<file path="src/rtl/sacc_pkg.sv">
package sacc_pkg;
  // Width of a position counter that must reach n-1 (never zero bits).
  function automatic int cnt_width(input int n);
    return (n > 1) ? $clog2(n) : 1;
  endfunction
endpackage

</file>
<file path="src/rtl/sacc_serializer.sv">
module sacc_serializer #(
  parameter int NUM_OPS = 6,
  parameter int OP_W    = 8
) (
  input  logic                    clk,
  input  logic                    rst,
  input  logic                    load_i,
  input  logic [NUM_OPS*OP_W-1:0] ops_i,
  output logic [OP_W-1:0]         op_o,
  output logic                    first_o,
  output logic                    last_o,
  output logic                    vld_o
);
  localparam int CNT_W = sacc_pkg::cnt_width(NUM_OPS);
  localparam logic [CNT_W-1:0] LAST_POS = CNT_W'(NUM_OPS - 1);

  logic [OP_W-1:0]  stage_q [NUM_OPS];
  logic [CNT_W-1:0] pos_q;
  logic             active_q;
  logic             at_end;
  logic             take;

  assign at_end = active_q && (pos_q == LAST_POS);
  // A new frame may start when idle or while the final operand drains.
  assign take   = load_i && (!active_q || at_end);

  // Parallel load, then shift toward stage 0 one slot per cycle.
  for (genvar i = 0; i < NUM_OPS; i++) begin : g_stage
    if (i == NUM_OPS - 1) begin : g_tail
      always_ff @(posedge clk) begin
        if (take)          stage_q[i] <= ops_i[i*OP_W +: OP_W];
        else if (active_q) stage_q[i] <= '0;
      end
    end else begin : g_body
      always_ff @(posedge clk) begin
        if (take)          stage_q[i] <= ops_i[i*OP_W +: OP_W];
        else if (active_q) stage_q[i] <= stage_q[i+1];
      end
    end
  end

  always_ff @(posedge clk) begin
    if (rst) begin
      active_q <= 1'b0;
      pos_q    <= '0;
    end else if (take) begin
      active_q <= 1'b1;
      pos_q    <= '0;
    end else if (active_q) begin
      if (at_end) begin
        active_q <= 1'b0;
        pos_q    <= '0;
      end else begin
        pos_q <= pos_q + CNT_W'(1);
      end
    end
  end

  assign op_o    = stage_q[0];
  assign vld_o   = active_q;
  assign first_o = active_q && (pos_q == '0);
  assign last_o  = at_end;
endmodule

</file>
<file path="src/rtl/sacc_accum.sv">
module sacc_accum #(
  parameter int OP_W  = 8,
  parameter int ACC_W = 11
) (
  input  logic             clk,
  input  logic             rst,
  input  logic [OP_W-1:0]  op_i,
  input  logic             first_i,
  input  logic             last_i,
  input  logic             vld_i,
  output logic [ACC_W-1:0] sum_o,
  output logic             valid_o
);
  logic [ACC_W-1:0] acc_q;
  logic [ACC_W-1:0] acc_next;

  // The first operand of a frame replaces the running total.
  always_comb begin
    acc_next = (first_i ? '0 : acc_q) + ACC_W'(op_i);
  end

  always_ff @(posedge clk) begin
    if (rst) begin
      acc_q   <= '0;
      sum_o   <= '0;
      valid_o <= 1'b0;
    end else begin
      valid_o <= vld_i && last_i;
      if (vld_i) acc_q <= acc_next;
      if (vld_i && last_i) sum_o <= acc_next;
    end
  end
endmodule

</file>
<file path="src/rtl/serial_moa.sv">
module serial_moa #(
  parameter int NUM_OPS = 6,
  parameter int OP_W    = 8,
  localparam int ACC_W  = OP_W + $clog2(NUM_OPS)
) (
  input  logic                    clk,
  input  logic                    rst,
  input  logic                    load_i,
  input  logic [NUM_OPS*OP_W-1:0] ops_i,
  output logic [ACC_W-1:0]        sum_o,
  output logic                    valid_o
);
  logic [OP_W-1:0] ser_op;
  logic            ser_first;
  logic            ser_last;
  logic            ser_vld;

  sacc_serializer #(.NUM_OPS(NUM_OPS), .OP_W(OP_W)) u_ser (
    .clk     (clk),
    .rst     (rst),
    .load_i  (load_i),
    .ops_i   (ops_i),
    .op_o    (ser_op),
    .first_o (ser_first),
    .last_o  (ser_last),
    .vld_o   (ser_vld)
  );

  sacc_accum #(.OP_W(OP_W), .ACC_W(ACC_W)) u_acc (
    .clk     (clk),
    .rst     (rst),
    .op_i    (ser_op),
    .first_i (ser_first),
    .last_i  (ser_last),
    .vld_i   (ser_vld),
    .sum_o   (sum_o),
    .valid_o (valid_o)
  );
endmodule

</file>
<file path="config.mk">
export PLATFORM = sky130hd
export DESIGN_NAME = serial_moa
export DESIGN_NICKNAME = d
export VERILOG_FILES = /design/src/rtl/sacc_pkg.sv /design/src/rtl/sacc_serializer.sv /design/src/rtl/sacc_accum.sv /design/src/rtl/serial_moa.sv
export SDC_FILE = /design/constraint.sdc
export NUM_CORES = 1
export LEC_CHECK = 0
export BUFFER_PORTS_ARGS = -buffer_cell sky130_fd_sc_hd__buf_2
export CELL_PAD_IN_SITES_DETAIL_PLACEMENT = 1
export CELL_PAD_IN_SITES_GLOBAL_PLACEMENT = 2
export CORE_ASPECT_RATIO = 0.5
export CORE_MARGIN = 2
export CORE_UTILIZATION = 42
export CTS_BUF_LIST = sky130_fd_sc_hd__clkbuf_2 sky130_fd_sc_hd__clkbuf_4 sky130_fd_sc_hd__clkbuf_8
export DETAILED_ROUTE_END_ITERATION = 7
export PLACE_DENSITY = 0.92
export SLEW_MARGIN = 20
export SYNTH_ARGS = -nofsm -noshare
export SYNTH_HDL_FRONTEND = slang
export SYNTH_SLANG_ARGS = --single-unit
export TNS_END_PERCENT = 50
</file>
<file path="constraint.sdc">
create_clock -name clk -period 6.3 [get_ports clk]
set_clock_uncertainty 0.1 [all_clocks]
set_input_delay 1.26 -clock clk [delete_from_list [all_inputs] [get_ports clk]]
set_output_delay 1.26 -clock clk [all_outputs]
set_load 0.02 [all_outputs]
</file>
# == Yosys cells after proc, flatten, opt, wreduce, memory -nomap -nowiden ==
# Memories as Yosys holds them, arrays and structs flattened.
# Cells that the tools add are included.
# word_totals
output_inout_bits,12
ram_bits,48
ff_bits,27
inputBits,51
mem_count,1
# memory_table
name,depth,width,rd,rd_ports_with_merged_regs,wr,line_no,rtl
u_ser.stage_q,6,8,6,0,6,sacc_serializer.sv:17,logic [OP_W-1:0] stage_q [NUM_OPS];
# classes
n_reduce_logical,8
mux,16
bitwise_logic,6
eq_ne,1
add_sub_neg,2
# ops
op,count
two-way mux 8 bit,6
adder 11 x 8 -> 11 bit,1
two-way mux 11 bit,1
two-way mux 1 bit,8
bitwise OR 1 bit,6
logical AND 1 bit,4
adder 3 x 1 -> 3 bit (second input constant),1
equality test 3 bit (second input constant),1
logical NOT 3 bit,1
two-way mux 3 bit,1
OR reduction 2 bit,1
logical NOT 1 bit,1
logical OR 1 bit,1

# == Depth between registers and ports, before layout ==
# depth
word_depth,7
depth_mapped,13
depth_no_buf,12

# == Modules after synthesis ==
# A second synthesis with hierarchy kept.
# hier_totals
hier_cells,305
hier_area_um2,3777.4
# by_module_without_submodules
module,instances,cells_each,area_each_um2
sacc_serializer,1,138,2378.5
sacc_accum,1,167,1398.8

# == Least setup slack after synthesis ==
# OpenSTA, ideal clock, no wires.
# synth_path
path_type,input -> register
startpoint,input port load_i
endpoint,memory u_ser.stage_q[0][0] (enable)
stages,2
arrival_time_ns,2.361
path_slack_ns,3.432
setup_time_ns,0.407
path_buffers,0
path_cell_list,inv_1 -> nand2_1
# synth_rtl
item,line_no,rtl
from (decl),serial_moa.sv:8,"input logic load_i,"
to (decl),sacc_serializer.sv:17,

# == Final worst setup path ==
# layout_path
startpoint,"register u_ser.active_q, in the netlist u_ser.vld_o"
endpoint,register u_acc.acc_q[10]
# layout_via
elab_chain_len,3
# layout_rtl
item,line_no,rtl
from (decl),sacc_serializer.sv:19,logic active_q;
from (signal assigned),sacc_serializer.sv:44,active_q <= 1'b0;
from (signal assigned),sacc_serializer.sv:47,active_q <= 1'b1;
from (signal assigned),sacc_serializer.sv:51,active_q <= 1'b0;
logical AND 1 bit,sacc_serializer.sv:61,assign first_o = active_q && (pos_q == '0);
two-way mux 11 bit,sacc_accum.sv:19,acc_next = (first_i ? '0 : acc_q) + ACC_W'(op_i);
adder 11 x 8 -> 11 bit,sacc_accum.sv:19,
to (signal assigned),sacc_accum.sv:29,if (vld_i) acc_q <= acc_next;
to (decl),sacc_accum.sv:14,logic [ACC_W-1:0] acc_q;
# Parallel ways exist; a longest one is shown, timed or not.
# A chain may end at the register's enable or synchronous reset.

==> results.toml <==
[sta]
rsz0062_at_grt = "false"
tns_ns = 0
tightest_slew_ns = 1.106
layout_min_cycle_time_ns = 3.414
max_slew_margin_pct = 26.14
slew_violations = 0
hold_viol = 0
setup_viol = 0
max_freq_ghz = 0.2929
fin_crit_sh_pct = 54.19

[synthesis]
synth_top_family_by_area = "multiplexers"
yosysSeqAreaShare_pct = 55.27
synth-simple-area-share_pct = 12.70
synth_cells = 289
synth_warnings = 0
synth_edf_count = 48
ys_ff_latch = 75
syn_avg_cell_area_um2 = 12.41
synth_xor_area_share_pct = 0.9770
synth_compound_area_share_pct = 9.560
syn_nets = 352
synth_area_mm2 = 0.003586
ys_async_sr_fraction_pct = 0
ys_dominant_reg_cell = "edfxtp_1"
synthDistinctLibCells = 53
synthMuxAreaShare_pct = 13.96
yosys.area_share.adder_pct = 4.396

[clocking]
clk_pin_slew_ns = 0.08
clockBufferDepth = 2
cts-root-buf = "clkbuf_8"
cts_inserted_buffers = 9
htreeDepth = 3
clock-sinks = 75
cts_hold_buf = 0
cts_resized = 0
clk_latency_ns = 0.35
tritoncts = "done"
postCtsSetupRepairBufs = 0

[floorplan]
die_h_um = 69.34
io_pins = 63
fp-row-count = 23
design.core.area_mm2 = 0.008144
dieArea_mm2 = 0.009338
initial_core_util_pct = 44.03
dieWidth_um = 134.7

[pwr]
powerDensity_mw_per_mm2 = 253.9
leakage_nw = 1.635
vdd_drop_max_v = 0.0001188

[critical_path]
required_ns = 6.44
crit_slowest_cell = "dfxtp_1"
worstPathCellList = "nand3b_4, and2_1, ha_1, inv_1, fa_1, and2b_1, o2111a_1, o21ai_2, a2111oi_0, a211o_1"
cp_max_fo = 22
cp.arrival_ns = 3.55
worstSetupPathType = "flip-flop to flip-flop"
slowest_delay_ns = 1.06
critPathCaptureType = "flip-flop"
crit_path_start_kind = "flip-flop"

[final_layout]
area_growth_pct = 15.28
drive_above_1_share_pct = 34.18
diodes = 0
nets = 413
instances_no_fill = 466

[global_routing]
grt_pass1_vias = 2576
grt_pass1_wl_um = 12490
grt.overflow.total = 0
grt_max_degree = 50
antenna_found_initial = 0
grt_usage_pct = 17.04

[drt]
wl_per_cell_um = 15.99
finalWirelength_um = 7451
drc = 0
drt_iter0_drc = 141
viasPerCell = 5.240
via_count = 2442
drtPass1Iterations = 4
ant_nets = 0

[run]
max_cap_viol_count = 0

[min_path]
min_path_type = "flip-flop to flip-flop"

[place]
gp_congestion = 0.8549
place_inst = 451
dp_hpwl_um = 5099
buffer_ports.inserted = 62

[outcome]
status = "finished, final reports clean"
power by group:
group / switching [mW] / internal [mW] / total (mW)
Sequential: 0.0177 / 0.570 / 0.588
Clock: 0.173 / 0.137 / 0.311
Combinational: 0.0794 / 0.0716 / 0.151
cell usage in the layout, fill, tap and decap left out, types with 4 or more instances in the layout:
| cell | netlist | final |
|---|---|---|
| a211oi_1 | 5 | 5 |
| a21o_1 | 5 | 5 |
| a21oi_1 | 16 | 16 |
| a31oi_1 | 4 | 4 |
| and2_1 | 15 | 15 |
| buf_2 | 3 | 62 |
| clkbuf_8 | 0 | 9 |
| dfxtp_1 | 27 | 27 |
| edfxtp_1 | 48 | 48 |
| ha_1 | 11 | 11 |
| inv_1 | 7 | 7 |
| mux2_2 | 37 | 37 |
| mux2i_1 | 5 | 5 |
| nand2_1 | 20 | 19 |
| nand3_1 | 7 | 7 |
| nor2_1 | 15 | 15 |
| nor3_1 | 4 | 4 |
state kept, by name, indices dropped and copies added, names as in the netlist:
register	flops
u_ser.vld_o	1
u_acc.sum_o	11
u_acc.valid_o	1
u_acc.acc_q	11
u_ser.stage_q	48
u_ser.pos_q	3
layer usage:
| layer | vias up | part of all wire (%) | global-route usage [%] |
|---|---|---|---|
| li1 | 1196 | - | - |
| met1 | 1169 | 45 | 21.42 |
| met2 | 69 | 47 | 27.52 |
| met3 | 8 | 6.7 | 7.091 |
| met4 | 0 | 0.76 | 3.860 |
| met5 | - | 0 | 0 |
worst max-delay path: cells and delay by family, from the launching register on:
| kind | cells | cell delay, ns |
|---|---|---|
| AND/OR/NAND/NOR | 3 | 0.74 |
| adder cells (fa/ha/maj) | 2 | 0.38 |
| flip-flops | 1 | 1.06 |
| AO/OA/AOI/OAI | 4 | 0.96 |
| buffers and inverters | 1 | 0.07 |
cell usage after synthesis (3+ instances only):
cell type / count / share of area (%)
a211oi_1: 5 / 1.0
a21o_1: 5 / 1.0
a21oi_1: 16 / 2.2
a31oi_1: 4 / 0.70
and2_1: 15 / 2.6
buf_2: 3 / 0.42
buf_6: 3 / 0.94
clkbuf_1: 5 / 0.52
dfxtp_1: 27 / 15
edfxtp_1: 48 / 40
ha_1: 11 / 3.8
inv_1: 7 / 0.73
mux2_1: 3 / 0.94
mux2_2: 37 / 12
mux2i_1: 5 / 1.4
nand2_1: 20 / 2.1
nand3_1: 7 / 0.98
nor2_1: 15 / 1.6
nor3_1: 4 / 0.56
or4_1: 3 / 0.63
xnor2_1: 3 / 0.73
logic make-up after synthesis:
logic type / Yosys count
buffers and inverters: 21
flip-flops: 75
multiplexers: 45
XOR/XNOR: 4
AO/OA/AOI/OAI: 50
adder cells (fa/ha/maj): 12
AND/OR/NAND/NOR: 82
stage by stage:
stage	worst slack, ns	power (mW)	util, %	hold WS, ns	cell area, um^2
final	2.886	1.050	50.76	0.3567	4134
after global routing	2.690	1.102	50.76	0.3857	4134
after CTS	2.913	1.062	50.70	0.3613	4129
after detailed placement	2.936	0.7482	48.76	0.3509	3971
after global placement	3.076	0.7386	48.76	0.3459	3971
after floorplan	3.432	0.7041	-	0.3407	3586
layout make-up:
type                    count  area, um^2
fillers                   909        4010
flip-flops and latches     75        1982
multi-input cells         193        1506
repair buffers             63       317.8
well taps                 112       140.1
clock buffers               9       123.9
clock inverters             6       33.78
inverters                   8       30.03
worst paths after layout:
check,cells past startpoint,slack (ns),startpoint,endpoint
max,10,2.89,u_ser.vld_o$_SDFF_PP0_,u_acc.acc_q[10]$_SDFFE_PP0P_
min,2,0.36,u_acc.sum_o[0]$_SDFFE_PP0P_,u_acc.sum_o[0]$_SDFFE_PP0P_
max reg2reg,10,2.89,u_ser.vld_o$_SDFF_PP0_,u_acc.acc_q[10]$_SDFFE_PP0P_
min reg2reg,2,0.36,u_acc.sum_o[0]$_SDFFE_PP0P_,u_acc.sum_o[0]$_SDFFE_PP0P_
Note: power is estimated with default switching activity, not from simulation.
